[src/rtl/rob_pkg.sv]
package rob_pkg;
    typedef enum logic [1:0] {
        OP_REG    = 2'd0,
        OP_BRANCH = 2'd1,
        OP_STORE  = 2'd2
    } op_kind_e;
endpackage

[src/rtl/rob_ckpt_pool.sv]
// Pool of rename-snapshot slots; hands out the lowest free slot.
module rob_ckpt_pool #(
    parameter int NCKPT = 2,
    parameter int CW    = 1
) (
    input  logic             clk,
    input  logic             rst_n,
    input  logic             take,
    input  logic [NCKPT-1:0] free_mask,
    output logic             avail,
    output logic [CW-1:0]    slot
);
    logic [NCKPT-1:0] busy_q;
    logic [NCKPT-1:0] take_mask;

    always_comb begin
        avail = 1'b0;
        slot  = '0;
        for (int i = NCKPT - 1; i >= 0; i--) begin
            if (!busy_q[i]) begin
                avail = 1'b1;
                slot  = CW'(i);
            end
        end
    end

    always_comb begin
        take_mask = '0;
        if (take && avail) begin
            take_mask[slot] = 1'b1;
        end
    end

    always_ff @(posedge clk) begin
        if (!rst_n) begin
            busy_q <= '0;
        end else begin
            busy_q <= (busy_q & ~free_mask) | take_mask;
        end
    end
endmodule

[src/rtl/rob_rename_maps.sv]
// Speculative and committed rename tables plus branch snapshots.
module rob_rename_maps #(
    parameter int AREGS  = 8,
    parameter int PTAG_W = 4,
    parameter int NCKPT  = 2,
    parameter int AW     = 3,
    parameter int CW     = 1
) (
    input  logic              clk,
    input  logic              rst_n,
    input  logic              ren_en,
    input  logic [AW-1:0]     ren_areg,
    input  logic [PTAG_W-1:0] ren_ptag,
    output logic [PTAG_W-1:0] ren_prev,
    input  logic              save_en,
    input  logic [CW-1:0]     save_slot,
    input  logic              restore_en,
    input  logic [CW-1:0]     restore_slot,
    input  logic              cmt_en,
    input  logic [AW-1:0]     cmt_areg,
    input  logic [PTAG_W-1:0] cmt_ptag,
    input  logic [AW-1:0]     spec_rd_areg,
    output logic [PTAG_W-1:0] spec_rd_ptag,
    input  logic [AW-1:0]     cmt_rd_areg,
    output logic [PTAG_W-1:0] cmt_rd_ptag
);
    logic [AREGS-1:0][PTAG_W-1:0]            spec_map;
    logic [AREGS-1:0][PTAG_W-1:0]            cmt_map;
    logic [NCKPT-1:0][AREGS-1:0][PTAG_W-1:0] snap;

    assign ren_prev     = spec_map[ren_areg];
    assign spec_rd_ptag = spec_map[spec_rd_areg];
    assign cmt_rd_ptag  = cmt_map[cmt_rd_areg];

    always_ff @(posedge clk) begin
        if (!rst_n) begin
            for (int a = 0; a < AREGS; a++) begin
                spec_map[a] <= PTAG_W'(a);
            end
        end else if (restore_en) begin
            spec_map <= snap[restore_slot];
        end else if (ren_en) begin
            spec_map[ren_areg] <= ren_ptag;
        end
    end

    always_ff @(posedge clk) begin
        if (!rst_n) begin
            for (int a = 0; a < AREGS; a++) begin
                cmt_map[a] <= PTAG_W'(a);
            end
        end else if (cmt_en) begin
            cmt_map[cmt_areg] <= cmt_ptag;
        end
    end

    always_ff @(posedge clk) begin
        if (!rst_n) begin
            snap <= '0;
        end else if (save_en) begin
            snap[save_slot] <= spec_map;
        end
    end
endmodule

[src/rtl/rob_recover.sv]
// Circular reorder buffer with single-cycle flush of wrong-path slots.
module rob_recover
    import rob_pkg::*;
#(
    parameter int DEPTH  = 6,
    parameter int AREGS  = 8,
    parameter int PTAG_W = 4,
    parameter int NCKPT  = 2,
    localparam int IW = $clog2(DEPTH),
    localparam int AW = $clog2(AREGS),
    localparam int CW = (NCKPT > 1) ? $clog2(NCKPT) : 1,
    localparam int PW = IW + 1
) (
    input  logic              clk,
    input  logic              rst_n,
    input  logic              alloc_valid,
    input  logic [1:0]        alloc_kind,
    input  logic [AW-1:0]     alloc_areg,
    input  logic [PTAG_W-1:0] alloc_ptag,
    output logic              alloc_ready,
    output logic [IW-1:0]     alloc_idx,
    input  logic              cmpl_valid,
    input  logic [IW-1:0]     cmpl_idx,
    input  logic              cmpl_mispred,
    output logic              retire_valid,
    output logic [1:0]        retire_kind,
    output logic [AW-1:0]     retire_areg,
    output logic [PTAG_W-1:0] retire_ptag,
    output logic [PTAG_W-1:0] retire_prev_ptag,
    output logic              retire_mispred,
    output logic              mem_wr_en,
    output logic [IW-1:0]     mem_wr_idx,
    output logic              flush_out,
    input  logic [AW-1:0]     spec_rd_areg,
    output logic [PTAG_W-1:0] spec_rd_ptag,
    input  logic [AW-1:0]     cmt_rd_areg,
    output logic [PTAG_W-1:0] cmt_rd_ptag
);
    // pointer = {wrap bit, slot index}
    logic [PW-1:0] head_q, tail_q, head_d, tail_d;
    logic [IW-1:0] head_idx, tail_idx;

    logic [DEPTH-1:0]             e_valid, e_done, e_mis;
    op_kind_e [DEPTH-1:0]         e_kind;
    logic [DEPTH-1:0][AW-1:0]     e_areg;
    logic [DEPTH-1:0][PTAG_W-1:0] e_ptag, e_prev;
    logic [DEPTH-1:0][CW-1:0]     e_ckpt;

    logic             full, cmpl_live, flush, retire_fire;
    logic             alloc_fire, is_branch_req;
    logic             br_wrap;
    logic [PW-1:0]    br_age;
    logic [DEPTH-1:0] kill;
    logic             ck_avail;
    logic [CW-1:0]    ck_slot;
    logic [NCKPT-1:0] ck_free;
    logic [PTAG_W-1:0] ren_prev;

    function automatic logic [PW-1:0] ptr_inc(input logic [PW-1:0] p);
        if (p[IW-1:0] == IW'(DEPTH - 1)) begin
            return {~p[IW], {IW{1'b0}}};
        end
        return {p[IW], p[IW-1:0] + IW'(1)};
    endfunction

    // distance of a slot from the head, in program order
    function automatic logic [PW-1:0] age_of(input logic [IW-1:0] idx,
                                             input logic [IW-1:0] hd);
        if (idx >= hd) begin
            return {1'b0, idx} - {1'b0, hd};
        end
        return ({1'b0, idx} + PW'(DEPTH)) - {1'b0, hd};
    endfunction

    assign head_idx = head_q[IW-1:0];
    assign tail_idx = tail_q[IW-1:0];

    // ---------------- control ----------------
    always_comb begin
        full        = (head_idx == tail_idx) && (head_q[IW] != tail_q[IW]);
        cmpl_live   = cmpl_valid && ({1'b0, cmpl_idx} < PW'(DEPTH)) && e_valid[cmpl_idx];
        flush       = cmpl_live && cmpl_mispred && (e_kind[cmpl_idx] == OP_BRANCH);
        br_age      = age_of(cmpl_idx, head_idx);
        br_wrap     = (cmpl_idx >= head_idx) ? head_q[IW] : ~head_q[IW];
        retire_fire = e_valid[head_idx] && e_done[head_idx];
        is_branch_req = (alloc_kind == 2'(OP_BRANCH));
        alloc_ready = !full && !flush && (!is_branch_req || ck_avail);
        alloc_fire  = alloc_valid && alloc_ready;
    end

    for (genvar g = 0; g < DEPTH; g++) begin : g_kill
        assign kill[g] = flush && e_valid[g] && (age_of(IW'(g), head_idx) > br_age);
    end

    always_comb begin
        ck_free = '0;
        if (retire_fire && e_kind[head_idx] == OP_BRANCH) begin
            ck_free[e_ckpt[head_idx]] = 1'b1;
        end
        for (int i = 0; i < DEPTH; i++) begin
            if (kill[i] && e_kind[i] == OP_BRANCH) begin
                ck_free[e_ckpt[i]] = 1'b1;
            end
        end
    end

    always_comb begin
        head_d = retire_fire ? ptr_inc(head_q) : head_q;
        if (flush) begin
            tail_d = ptr_inc({br_wrap, cmpl_idx});
        end else if (alloc_fire) begin
            tail_d = ptr_inc(tail_q);
        end else begin
            tail_d = tail_q;
        end
    end

    always_ff @(posedge clk) begin
        if (!rst_n) begin
            head_q <= '0;
            tail_q <= '0;
        end else begin
            head_q <= head_d;
            tail_q <= tail_d;
        end
    end

    // ---------------- slot storage ----------------
    always_ff @(posedge clk) begin
        if (!rst_n) begin
            e_valid <= '0;
            e_done  <= '0;
            e_mis   <= '0;
            e_kind  <= '{default: OP_REG};
            e_areg  <= '0;
            e_ptag  <= '0;
            e_prev  <= '0;
            e_ckpt  <= '0;
        end else begin
            for (int i = 0; i < DEPTH; i++) begin
                if (alloc_fire && tail_idx == IW'(i)) begin
                    e_valid[i] <= 1'b1;
                    e_done[i]  <= 1'b0;
                    e_mis[i]   <= 1'b0;
                    e_kind[i]  <= op_kind_e'(alloc_kind);
                    e_areg[i]  <= alloc_areg;
                    e_ptag[i]  <= alloc_ptag;
                    e_prev[i]  <= ren_prev;
                    e_ckpt[i]  <= ck_slot;
                end else begin
                    if (kill[i] || (retire_fire && head_idx == IW'(i))) begin
                        e_valid[i] <= 1'b0;
                    end
                    if (cmpl_live && cmpl_idx == IW'(i)) begin
                        e_done[i] <= 1'b1;
                        e_mis[i]  <= cmpl_mispred;
                    end
                end
            end
        end
    end

    // ---------------- sub-blocks ----------------
    rob_ckpt_pool #(
        .NCKPT(NCKPT),
        .CW   (CW)
    ) u_pool (
        .clk      (clk),
        .rst_n    (rst_n),
        .take     (alloc_fire && is_branch_req),
        .free_mask(ck_free),
        .avail    (ck_avail),
        .slot     (ck_slot)
    );

    rob_rename_maps #(
        .AREGS (AREGS),
        .PTAG_W(PTAG_W),
        .NCKPT (NCKPT),
        .AW    (AW),
        .CW    (CW)
    ) u_maps (
        .clk         (clk),
        .rst_n       (rst_n),
        .ren_en      (alloc_fire && alloc_kind == 2'(OP_REG)),
        .ren_areg    (alloc_areg),
        .ren_ptag    (alloc_ptag),
        .ren_prev    (ren_prev),
        .save_en     (alloc_fire && is_branch_req),
        .save_slot   (ck_slot),
        .restore_en  (flush),
        .restore_slot(e_ckpt[cmpl_idx]),
        .cmt_en      (retire_fire && e_kind[head_idx] == OP_REG),
        .cmt_areg    (e_areg[head_idx]),
        .cmt_ptag    (e_ptag[head_idx]),
        .spec_rd_areg(spec_rd_areg),
        .spec_rd_ptag(spec_rd_ptag),
        .cmt_rd_areg (cmt_rd_areg),
        .cmt_rd_ptag (cmt_rd_ptag)
    );

    // ---------------- outputs ----------------
    always_comb begin
        alloc_idx        = tail_idx;
        retire_valid     = retire_fire;
        retire_kind      = 2'(e_kind[head_idx]);
        retire_areg      = e_areg[head_idx];
        retire_ptag      = e_ptag[head_idx];
        retire_prev_ptag = e_prev[head_idx];
        retire_mispred   = e_mis[head_idx];
        mem_wr_en        = retire_fire && (e_kind[head_idx] == OP_STORE);
        mem_wr_idx       = head_idx;
        flush_out        = flush;
    end
endmodule

[config.mk]
export PLATFORM = sky130hd
export DESIGN_NAME = rob_recover
export DESIGN_NICKNAME = d
export VERILOG_FILES = /design/src/rtl/rob_pkg.sv /design/src/rtl/rob_ckpt_pool.sv /design/src/rtl/rob_rename_maps.sv /design/src/rtl/rob_recover.sv
export SDC_FILE = /design/constraint.sdc
export NUM_CORES = 1
export LEC_CHECK = 0
export CAP_MARGIN = 20
export CORE_UTILIZATION = 50
export CTS_BUF_LIST = sky130_fd_sc_hd__clkbuf_16
export CTS_CLUSTER_DIAMETER = 30
export DETAILED_ROUTE_END_ITERATION = 6
export PLACE_DENSITY_LB_ADDON = 0.3
export SYNTH_ARGS = -nofsm -noshare
export SYNTH_HDL_FRONTEND = slang
export SYNTH_SLANG_ARGS = --single-unit
[constraint.sdc]
create_clock -name clk -period 4.4 [get_ports clk]
set_clock_uncertainty 0.1 [all_clocks]
set_input_delay 0.44 -clock clk [delete_from_list [all_inputs] [get_ports clk]]
set_output_delay 0.44 -clock clk [all_outputs]
set_load 0.01 [all_outputs]
== Yosys cells after proc, flatten, opt, wreduce, memory -nomap -nowiden ==
Index checks and enable logic that the tools add are counted.

* Add/sub/neg operators: 18
* Magnitude comparators: 39
* Equal/unequal tests: 27
* Mux-type cells: 116
* Bitwise gates (word level): 13
* Reductions and logical operators: 93

{| class="wikitable"
|+ Operators by type and width
! cell !! number
|-
| $mux W32 || 5
|-
| $mux W4 || 28
|-
| $bwmux W32 || 2
|-
| $bwmux W64 || 1
|-
| $logic_and A1 B1 Y1 || 61
|-
| $bmux W4 S3 || 5
|-
| $mux W1 || 43
|-
| $demux W32 S1 || 1
|-
| $demux W4 S3 || 2
|-
| $gt A4 B4 Y1 || 6
|-
| $lt A3 B4 Y1 const B || 6
|-
| $mux W2 || 10
|-
| $bmux W1 S3 || 6
|-
| $eq A2 B1 Y1 const B || 9
|-
| $eq A3 B2 Y1 const B || 6
|-
| $eq A3 B3 Y1 const B || 6
|-
| $lt A1 B2 Y1 const B || 9
|-
| $reduce_bool A2 Y1 || 9
|-
| $sub A3 B3 Y4 const A || 4
|-
| $sub A4 B3 Y4 const A || 4
|-
| $or A2 B2 Y2 || 7
|-
| $bmux W2 S3 || 2
|-
| $reduce_or A2 Y1 || 6
|-
| $add A3 B1 Y3 const B || 3
|-
| other kinds (27) || 65
|}

* Flip-flop bits (word level): 240
* Input port bits: 23
* Output and inout bits: 32
* Word-level logic and storage cells: 391

== Depth between registers and ports, before layout ==
Gate-level depths: netlist of the first run.

* Word-level depth: 22
* Gate-level depth with buffers: 16
* Mapped depth without buffers: 15

== Hierarchy ==
A second synthesis of the first run with hierarchy kept.

* Cells, all modules: 1426
* Area, all modules: 13301.5 um^2

{| class="wikitable"
|+ Modules (own cells, without submodules)
! module !! times used !! cells each !! area an instance (um^2) !! sequential area each (um^2)
|-
| rob_recover || 1 || 740 || 6721.4 || 2202.1
|-
| rob_rename_maps || 1 || 677 || 6498.7 || 2562.5
|-
| rob_ckpt_pool || 1 || 9 || 81.3 || 40.0
|}

== Worst setup path after synthesis of the first run ==
Ideal clock, no wire load.

* Kind: input to register
* From: input port cmpl_idx[1]
* To: register u_pool.busy_q[1]
* Library setup time: 87 ps
* Arrival: 3759 ps
* Required time: 4213 ps
* Path slack: 454 ps
* Stages: 16
* Path buffers: 1
* Path through: clkbuf_1 -> inv_1 -> ha_1 -> inv_1 -> ha_1 -> fa_1 -> xor2_1 -> o21ai_0 -> ha_1 -> nand2_1 -> nor2_1 -> o31ai_1 -> o311ai_0 -> nor4b_1 -> a221o_1 -> o31ai_1

* Word-level cells in the longest chain between the ends: 22
* Elaborated cells between the ends (all ways): 62
* Classes of those cells: add/sub: 3; order compare: 8; eq/ne: 1; mux: 14; bitwise: 8; reduce/logical: 28

{| class="wikitable"
|+ RTL lines
! what !! line !! RTL
|-
| from (decl) || rob_recover.sv:23 || <nowiki>input logic [IW-1:0] cmpl_idx,</nowiki>
|-
| branches (longest 21 deep; another with $add A3 B3 Y4) || - ||
|-
| $or A2 B2 Y2 (*) || rob_ckpt_pool.sv:38 || <nowiki>busy_q <= (busy_q & ~free_mask) | take_mask;</nowiki>
|-
| to (signal assigned) || rob_ckpt_pool.sv:38 ||
|-
| to (decl) || rob_ckpt_pool.sv:13 || <nowiki>logic [NCKPT-1:0] busy_q;</nowiki>
|}

Mark *: on every way between the ends. The select of a mux whose other input is x is not followed.
A chain may end at the register's enable or synchronous reset.

== Worst setup path after layout of the first run ==
* From: register head_q[1]
* To: output port mem_wr_en

* Word-level cells in the longest chain between the ends: 4
* Elaborated cells between the ends (all ways): 9
* Classes of those cells: eq/ne: 1; mux: 6; reduce/logical: 2

{| class="wikitable"
|+ RTL lines
! what !! line !! RTL
|-
| from (decl) || rob_recover.sv:40 || <nowiki>logic [PW-1:0] head_q, tail_q, head_d, tail_d;</nowiki>
|-
| from (signal assigned) || rob_recover.sv:120 || <nowiki>head_q <= '0;</nowiki>
|-
| from (signal assigned) || rob_recover.sv:123 || <nowiki>head_q <= head_d;</nowiki>
|-
| $bmux W2 S3 or $bmux W1 S3 (tied branches) || rob_recover.sv:211, rob_recover.sv:85 ||
|-
| $mux W2 (not written as such) or $mux W1 (tied branches) || rob_recover.sv:211, rob_recover.sv:85 ||
|-
| $eq A2 B2 Y1 or $logic_and A1 B1 Y1 (tied branches) || rob_recover.sv:211, rob_recover.sv:85 ||
|-
| $logic_and A1 B1 Y1 (*) || rob_recover.sv:211 || <nowiki>mem_wr_en = retire_fire && (e_kind[head_idx] == OP_STORE);</nowiki>
|-
| to (decl) || rob_recover.sv:31 || <nowiki>output logic mem_wr_en,</nowiki>
|}

Every way passes the cells marked *; elsewhere a longest branch is shown, timed or not. The select of a mux whose other input is x is not followed.

==> impl_metrics.xml, run 1 <==
<?xml version="1.0" encoding="UTF-8"?>
<metrics>
  <group name="timing">
    <metric name="clock.fmax" unit="MHz">255</metric>
    <metric name="rsz0062_at_grt" unit="">no</metric>
    <metric name="final_hold_viol_count" unit="">0</metric>
    <metric name="final-max-slew-violation-count" unit="">0</metric>
    <metric name="min_period" unit="ns">3.92</metric>
    <metric name="setup-violations-final" unit="">0</metric>
    <metric name="setup_tns" unit="ns">0</metric>
    <metric name="post-route-period-util" unit="%">89.1</metric>
    <metric name="measured_slew_at_the_worst_slew_check_pin" unit="ns">1.01</metric>
    <metric name="max-slew-margin-rel" unit="%">32.5</metric>
  </group>
  <group name="place">
    <metric name="placement_stage_cell_area" unit="um2">13700</metric>
    <metric name="port-buffer-count" unit="">54</metric>
    <metric name="place.detailed.hpwl" unit="mm">22.7</metric>
    <metric name="gp_routability_congestion" unit="">0.874</metric>
  </group>
  <group name="layout">
    <metric name="design_area" unit="um2">15300</metric>
    <metric name="num-nets-final" unit="">1515</metric>
    <metric name="num_antenna_cells" unit="">0</metric>
    <metric name="post_route_cells_drive_above_1_share" unit="%">14.7</metric>
    <metric name="n_fill_cell" unit="">2165</metric>
    <metric name="syn_to_final_growth" unit="%">17.8</metric>
  </group>
  <group name="routing">
    <metric name="antenna_violating_nets_post_route" unit="">0</metric>
    <metric name="vias" unit="">10700</metric>
    <metric name="wl_per_cell" unit="um">19.5</metric>
    <metric name="firstDrtPassIters" unit="">5</metric>
    <metric name="detail_routed_via_count_per_cell" unit="">5.85</metric>
    <metric name="drt-initial-drc-count" unit="">995</metric>
    <metric name="route.detailed.drc" unit="">0</metric>
    <metric name="wirelength" unit="mm">35.5</metric>
  </group>
  <group name="synth">
    <metric name="synth_async_sr_flop_share" unit="%">0</metric>
    <metric name="mappedNetlistArea" unit="um2">13000</metric>
    <metric name="postSynthNetCount" unit="">1481</metric>
    <metric name="yosys.area.top_type_share" unit="%">37.0</metric>
    <metric name="postSynth.topFlopCell" unit="">sky130_fd_sc_hd__dfxtp_1</metric>
    <metric name="ranking_of_synthesized_cells_by_area" unit="">sky130_fd_sc_hd__dfxtp_1 (37%), sky130_fd_sc_hd__mux2i_1 (8.0%), sky130_fd_sc_hd__nand2_1 (6.6%)</metric>
    <metric name="synth.yosys.seq_area_share" unit="%">37.0</metric>
    <metric name="synthesis.area_per_instance" unit="um2">9.13</metric>
    <metric name="netlist-cell-type-count" unit="">85</metric>
    <metric name="synth.largest_area_cell" unit="">sky130_fd_sc_hd__dfxtp_1</metric>
    <metric name="syn_inst" unit="">1421</metric>
    <metric name="yosysWarnings" unit="">0</metric>
    <metric name="synth.ff_latch_count" unit="">240</metric>
    <metric name="synth_enable_flop_cells" unit="">0</metric>
  </group>
  <group name="clock_network">
    <metric name="clock_tree.htree_level_count" unit="">2</metric>
    <metric name="cts_max_path_buffers" unit="">3</metric>
    <metric name="clk_pin_slew_worst_paths" unit="ns">0.05</metric>
    <metric name="clkLatencyLatePin" unit="ns">0.56</metric>
    <metric name="cts_inserted_buffers" unit="">48</metric>
    <metric name="clock-sinks" unit="">240</metric>
    <metric name="tritoncts" unit="">yes</metric>
    <metric name="cts_post_setup_buffers_inserted" unit="">0</metric>
    <metric name="post_cts_hold_buffer_count" unit="">0</metric>
    <metric name="clockRootBuffer" unit="">sky130_fd_sc_hd__clkbuf_16</metric>
    <metric name="cts_resized" unit="">0</metric>
  </group>
  <group name="setup_path">
    <metric name="sort_of_element_at_the_end_of_the_critical_path" unit="">output port</metric>
    <metric name="arrival" unit="ns">3.38</metric>
    <metric name="crit_type" unit="">register to output port</metric>
    <metric name="cp.required" unit="ns">3.86</metric>
    <metric name="worstPathMaxFanout" unit="">25</metric>
    <metric name="cp-start-kind" unit="">register</metric>
  </group>
  <group name="global_routing">
    <metric name="grt_start_max_net_pins" unit="">108</metric>
    <metric name="globalRouteTotalUtil" unit="%">27.1</metric>
    <metric name="grtUsageMet3" unit="%">5.08</metric>
    <metric name="grt-ovfl-total" unit="">0</metric>
    <metric name="most_utilized_layer_in_the_global_route_result" unit="">met2</metric>
    <metric name="globalRouteMet1Util" unit="%">35.8</metric>
    <metric name="globalRouteMet2Util" unit="%">44.4</metric>
    <metric name="global_route_wire_length_before_repair" unit="mm">56.8</metric>
    <metric name="grt_antenna_before_repair" unit="">0</metric>
    <metric name="grt_pass1_vias" unit="">10600</metric>
  </group>
  <group name="die">
    <metric name="floorplan.io_pins" unit="">55</metric>
    <metric name="initial_standard_cell_utilization_of_the_core" unit="%">51.2</metric>
    <metric name="floorplan.core_area" unit="um2">25300</metric>
    <metric name="rows" unit="">58</metric>
    <metric name="floorplan.die.width" unit="um">163</metric>
    <metric name="die_area" unit="um2">26600</metric>
    <metric name="die_y" unit="um">163</metric>
  </group>
  <group name="job">
    <metric name="drv_cap" unit="">0</metric>
  </group>
  <group name="pwr">
    <metric name="ir_drop" unit="uV">327</metric>
    <metric name="total_leakage_power" unit="nW">6.10</metric>
    <metric name="power_density_cells" unit="nW/um2">400</metric>
  </group>
  <group name="outcome">
    <metric name="result_of_the_run" unit="">complete, no violations</metric>
  </group>
  <group name="worst_hold_path">
    <metric name="hold_path_class" unit="">input port to register</metric>
  </group>
</metrics>
[critical path, cell delays in order, from the launching register on]
cell                              delay (ns)
sky130_fd_sc_hd__dfxtp_1                0.47
sky130_fd_sc_hd__buf_4                  0.45
sky130_fd_sc_hd__nand2b_1               0.16
sky130_fd_sc_hd__buf_4                  0.26
sky130_fd_sc_hd__o22ai_1                0.11
sky130_fd_sc_hd__a31oi_1                0.58
sky130_fd_sc_hd__inv_1                  0.12
sky130_fd_sc_hd__and3_1                 0.21
sky130_fd_sc_hd__clkdlybuf4s50_1        0.47
[per-stage QoR]
step	hold WS [ns]	util, %	setup WS [ns]	cells	total power, mW
floorplan	0.319	-	0.454	1421	2.56
global placement	0.336	54.2	0.121	1735	2.70
detailed placement	0.346	54.2	0.0671	1735	2.70
CTS	0.340	60.3	0.533	1822	6.15
global route	0.367	60.3	0.281	1822	6.29
finish	0.346	60.3	0.478	1822	6.12
[cell type report]
cell class	count	area [um2]	area share (%)
timing repair buffer	97	877	5.74
multi-input combinational	1039	7520	49.2
clock inverter	39	354	2.32
clock buffer	48	1200	7.86
inverter	29	111	0.729
sequential	240	4810	31.4
tap	330	413	2.70
[final timing paths]
path / from / endpoint / slack (ns) / depth (start not counted)
worst max-delay path: head_q[1] / mem_wr_en / 0.48 / 8
worst min-delay path: rst_n / u_maps.snap[19] / 0.35 / 2
worst max register to register: head_q[1] / u_pool.busy_q[1] / 0.67 / 13
worst min register to register: u_maps.snap[8] / u_maps.snap[8] / 0.35 / 2
[placed cells by master, fill, tap and decap left out, types with 6 or more instances in the layout]
cell type / n
sky130_fd_sc_hd__a221oi_1: 13
sky130_fd_sc_hd__clkdlybuf4s50_1: 53
sky130_fd_sc_hd__nor3b_1: 17
sky130_fd_sc_hd__nor2b_1: 43
sky130_fd_sc_hd__o211ai_1: 7
sky130_fd_sc_hd__ha_1: 34
sky130_fd_sc_hd__nand3_1: 66
sky130_fd_sc_hd__and2_1: 9
sky130_fd_sc_hd__mux2i_1: 104
sky130_fd_sc_hd__mux4_2: 37
sky130_fd_sc_hd__and3_1: 8
sky130_fd_sc_hd__clkbuf_16: 48
sky130_fd_sc_hd__buf_4: 42
sky130_fd_sc_hd__inv_1: 32
sky130_fd_sc_hd__nor3_1: 7
sky130_fd_sc_hd__nand3_2: 6
sky130_fd_sc_hd__nand2b_1: 8
sky130_fd_sc_hd__nand3b_1: 8
sky130_fd_sc_hd__a21oi_1: 48
sky130_fd_sc_hd__a21boi_1: 15
sky130_fd_sc_hd__xor2_1: 8
sky130_fd_sc_hd__o21ai_0: 57
sky130_fd_sc_hd__dfxtp_1: 239
sky130_fd_sc_hd__nor2_1: 61
sky130_fd_sc_hd__o31ai_1: 6
sky130_fd_sc_hd__a21boi_0: 76
sky130_fd_sc_hd__o211a_1: 20
sky130_fd_sc_hd__nand2_1: 227
sky130_fd_sc_hd__clkinv_2: 7
sky130_fd_sc_hd__mux2_2: 34
sky130_fd_sc_hd__xnor2_1: 10
sky130_fd_sc_hd__clkinv_1: 11
sky130_fd_sc_hd__o21ai_2: 14
sky130_fd_sc_hd__or3_1: 21
[state kept, by name, indices dropped and copies added (netlist names)]
signal / flops
u_maps.spec_map: 32
e_ckpt: 6
tail_q: 4
e_kind: 12
e_areg: 18
e_mis: 6
e_done: 6
u_maps.cmt_map: 32
u_maps.snap: 64
e_ptag: 24
u_pool.busy_q: 2
e_valid: 6
head_q: 4
e_prev: 24
[report_power, final]
| part | leakage [nW] | internal [mW] | total (mW) | switching [mW] |
|---|---|---|---|---|
| clock network | 0.769 | 2.23 | 3.45 | 1.22 |
| logic | 3.39 | 0.179 | 0.428 | 0.249 |
| registers | 1.94 | 2.21 | 2.24 | 0.0273 |
| total | 6.10 | 4.62 | 6.12 | 1.50 |
[logic make-up after synthesis]
logic type,after synthesis,synth area share (%)
buffers and inverters,142,5.05
AND/OR/NAND/NOR,502,18.7
other,1,0.0289
adder cells (fa/ha/maj),37,3.74
multiplexers,176,17.6
flip-flops,240,37.0
AO/OA/AOI/OAI,304,16.5
XOR/XNOR,19,1.39
[cell usage after synthesis (all sizes together), types with 3 or more instances]
library cell and number:
a21oi 49, inv 28, nand2b 8, o22ai 4, nand4 5, nor3b 17
nand3 73, buf 51, nand3b 8, o2111ai 3, ha 34, mux4 37
or3 21, nor2 61, a31oi 3, o31ai 6, dfxtp 240, nor2b 43
nor3 7, o211a 20, and3 8, and2 9, a221oi 13, nand2 229
clkbuf 62, xor2 8, fa 3, o311ai 3, o21ai 76, mux2i 105
xnor2 10, a21boi 92, mux2 34, a21o 3, o211ai 7
[routing by layer]
metal / wire, um / up-vias / part of all wire, %
li1: - / 5135 / -
met1: 15800 / 5124 / 45
met2: 16600 / 339 / 47
met3: 2290 / 65 / 6.5
met4: 745 / 0 / 2.1
met5: 0 / - / 0
No activity file was read; power rests on OpenSTA's default activity.
==> run 2: changes to the inputs <==
--- a/config.mk
+++ b/config.mk
@@ -9,6 +9,7 @@
 export CORE_UTILIZATION = 50
 export CTS_BUF_LIST = sky130_fd_sc_hd__clkbuf_16
 export CTS_CLUSTER_DIAMETER = 30
+export CTS_CLUSTER_SIZE = 12
 export DETAILED_ROUTE_END_ITERATION = 6
 export PLACE_DENSITY_LB_ADDON = 0.3
 export SYNTH_ARGS = -nofsm -noshare
==> results of run 2 <==
Final layout, timing and power as in run 1 (identical DEF).
==> run 3: changes to the inputs <==
--- a/config.mk
+++ b/config.mk
@@ -6,6 +6,7 @@
 export NUM_CORES = 1
 export LEC_CHECK = 0
 export CAP_MARGIN = 20
+export CORE_ASPECT_RATIO = 1.75
 export CORE_UTILIZATION = 50
 export CTS_BUF_LIST = sky130_fd_sc_hd__clkbuf_16
 export CTS_CLUSTER_DIAMETER = 30
==> run 3 against run 2 <==
Compared with the run above: core utilization decreased by 1.6 points; critical path type unchanged; die area hardly changed; highest routed layer unchanged; clock power decreased by 17%; combinational power fell by 1%.
==> impl_metrics.xml, run 3 (same netlist as run 1, synthesis figures left out) <==
<?xml version="1.0" encoding="UTF-8"?>
<metrics>
  <group name="pwr">
    <metric name="total_leakage_power" unit="nW">5.92</metric>
    <metric name="ir_drop" unit="uV">277</metric>
    <metric name="power_density_cells" unit="nW/um2">371</metric>
  </group>
  <group name="timing">
    <metric name="measured_slew_at_the_worst_slew_check_pin" unit="ns">0.936</metric>
    <metric name="clock.fmax" unit="MHz">262</metric>
    <metric name="setup_tns" unit="ns">0</metric>
    <metric name="max-slew-margin-rel" unit="%">37.4</metric>
    <metric name="setup-violations-final" unit="">0</metric>
    <metric name="rsz0062_at_grt" unit="">no</metric>
    <metric name="min_period" unit="ns">3.82</metric>
    <metric name="final_hold_viol_count" unit="">0</metric>
    <metric name="post-route-period-util" unit="%">86.9</metric>
    <metric name="final-max-slew-violation-count" unit="">0</metric>
    <metric name="timing.final.ws_setup" unit="ns">0.578</metric>
  </group>
  <group name="setup_path">
    <metric name="cp-start-kind" unit="">register</metric>
    <metric name="worstRegToRegCells" unit="">13</metric>
    <metric name="cp.required" unit="ns">3.86</metric>
    <metric name="sort_of_element_at_the_end_of_the_critical_path" unit="">output port</metric>
    <metric name="worstPathMaxFanout" unit="">24</metric>
    <metric name="ff2ff_setup_slack" unit="ns">0.63</metric>
    <metric name="critPathLaunch" unit="">head_q[1]</metric>
    <metric name="crit-reg2reg-launch" unit="">head_q[0]</metric>
    <metric name="worstSetupEndpoint" unit="">mem_wr_en</metric>
    <metric name="arrival" unit="ns">3.28</metric>
    <metric name="timing.rr.end" unit="">u_pool.busy_q[1]</metric>
    <metric name="crit_type" unit="">register to output port</metric>
  </group>
  <group name="clock_network">
    <metric name="cts_max_path_buffers" unit="">3</metric>
    <metric name="post_cts_hold_buffer_count" unit="">0</metric>
    <metric name="clkLatencyLatePin" unit="ns">0.54</metric>
    <metric name="clk_pin_slew_worst_paths" unit="ns">0.05</metric>
    <metric name="cts_resized" unit="">0</metric>
    <metric name="tritoncts" unit="">yes</metric>
    <metric name="cts_inserted_buffers" unit="">39</metric>
    <metric name="clockRootBuffer" unit="">sky130_fd_sc_hd__clkbuf_16</metric>
    <metric name="clock_tree.htree_level_count" unit="">2</metric>
    <metric name="clock-sinks" unit="">240</metric>
    <metric name="cts_post_setup_buffers_inserted" unit="">0</metric>
  </group>
  <group name="routing">
    <metric name="wl_per_cell" unit="um">20.2</metric>
    <metric name="vias" unit="">10700</metric>
    <metric name="firstDrtPassIters" unit="">6</metric>
    <metric name="drt-initial-drc-count" unit="">620</metric>
    <metric name="detail_routed_via_count_per_cell" unit="">5.99</metric>
    <metric name="wirelength" unit="mm">36.1</metric>
    <metric name="antenna_violating_nets_post_route" unit="">0</metric>
    <metric name="route.detailed.drc" unit="">0</metric>
  </group>
  <group name="die">
    <metric name="rows" unit="">77</metric>
    <metric name="initial_standard_cell_utilization_of_the_core" unit="%">51.2</metric>
    <metric name="die_area" unit="um2">26600</metric>
    <metric name="floorplan.io_pins" unit="">55</metric>
    <metric name="floorplan.core_area" unit="um2">25300</metric>
    <metric name="die_y" unit="um">215</metric>
    <metric name="floorplan.die.width" unit="um">124</metric>
  </group>
  <group name="global_routing">
    <metric name="grt-ovfl-total" unit="">0</metric>
    <metric name="grt_start_max_net_pins" unit="">95</metric>
    <metric name="globalRouteTotalUtil" unit="%">27.8</metric>
    <metric name="grt_antenna_before_repair" unit="">0</metric>
    <metric name="global_route_wire_length_before_repair" unit="mm">57.4</metric>
    <metric name="grt_pass1_vias" unit="">10700</metric>
  </group>
  <group name="layout">
    <metric name="num-nets-final" unit="">1500</metric>
    <metric name="final_common_cell" unit="">sky130_fd_sc_hd__dfxtp_1</metric>
    <metric name="layout_common_cells" unit="">sky130_fd_sc_hd__dfxtp_1 (239), sky130_fd_sc_hd__nand2_1 (227), sky130_fd_sc_hd__mux2i_1 (104)</metric>
    <metric name="n_fill_cell" unit="">2203</metric>
    <metric name="reg.largest.list" unit="">u_maps.snap (64), u_maps.cmt_map (32), u_maps.spec_map (32)</metric>
    <metric name="post_route_cells_drive_above_1_share" unit="%">13.9</metric>
    <metric name="top_register_by_number_of_flip_flops" unit="">u_maps.snap</metric>
    <metric name="largest_register_ffs" unit="">64</metric>
    <metric name="num_antenna_cells" unit="">0</metric>
    <metric name="syn_to_final_growth" unit="%">14.8</metric>
  </group>
  <group name="outcome">
    <metric name="result_of_the_run" unit="">complete, no violations</metric>
  </group>
  <group name="job">
    <metric name="drv_cap" unit="">0</metric>
  </group>
  <group name="place">
    <metric name="pre_cts_slack" unit="ns">0.170</metric>
    <metric name="place.detailed.hpwl" unit="mm">24.4</metric>
    <metric name="gp_routability_congestion" unit="">0.928</metric>
    <metric name="port-buffer-count" unit="">54</metric>
  </group>
  <group name="worst_hold_path">
    <metric name="hold_path_class" unit="">input port to register</metric>
  </group>
</metrics>
[run 3: cell types whose count changed in the layout (fill, tap and decap cells not counted), moves of 2 or more]
cell                         delta
sky130_fd_sc_hd__buf_4          -6
sky130_fd_sc_hd__bufinv_16      -3
sky130_fd_sc_hd__clkbuf_16      -9
sky130_fd_sc_hd__clkinv_1       -4
sky130_fd_sc_hd__clkinvlp_4     -2
sky130_fd_sc_hd__inv_1          -2
sky130_fd_sc_hd__inv_6          +4
sky130_fd_sc_hd__inv_8          +2
[run 3: worst min path at each step]
stage / start / to / cells past startpoint
floorplan: e_done[3] / e_done[3] / 2
global placement: e_done[2] / e_done[2] / 2
detailed placement: e_done[3] / e_done[3] / 2
CTS: rst_n / e_areg[9] / 2
global route: rst_n / tail_q[1] / 2
finish: rst_n / tail_q[2] / 2
[run 3: report_power, final]
group          switching [mW]  internal (mW)  leakage [nW]
Combinational           0.245          0.177          3.37
Clock                    1.15           1.72         0.616
Sequential             0.0273           2.21          1.94
[run 3: layer usage]
layer	global-route usage [%]	up-vias	share of wire (%)
met5	0	-	0
met4	18.9	0	6.8
met3	3.50	135	4.1
met2	49.1	324	52
met1	30.1	5136	37
li1	-	5100	-
[run 3: metrics by stage]
stage | cells | total power [mW] | utilization, % | hold WS, ns | area, um2
final | 1786 | 5.53 | 58.8 | 0.308 | 14900
after global placement | 1715 | 2.70 | 53.9 | 0.328 | 13700
after detailed placement | 1715 | 2.70 | 53.9 | 0.334 | 13700
after floorplan | 1421 | 2.56 | - | 0.319 | 13000
after global routing | 1786 | 5.70 | 58.8 | 0.343 | 14900
after CTS | 1786 | 5.57 | 58.8 | 0.303 | 14900
[run 3: layout make-up]
type | count | area (um2) | share of cell area [%]
Clock inverter | 32 | 253 | 1.70
Timing Repair Buffer | 91 | 832 | 5.59
Multi-Input combinational cell | 1039 | 7520 | 50.5
Tap cell | 316 | 395 | 2.65
Sequential cell | 240 | 4810 | 32.3
Clock buffer | 39 | 976 | 6.55
Inverter | 29 | 111 | 0.748
[run 3: worst max-delay path, stage by stage (launching register included)]
cell,delay (ns)
sky130_fd_sc_hd__dfxtp_1,0.51
sky130_fd_sc_hd__buf_4,0.44
sky130_fd_sc_hd__mux2_2,0.39
sky130_fd_sc_hd__a31oi_1,0.60
sky130_fd_sc_hd__inv_1,0.12
sky130_fd_sc_hd__and3_1,0.21
sky130_fd_sc_hd__clkdlybuf4s50_1,0.47
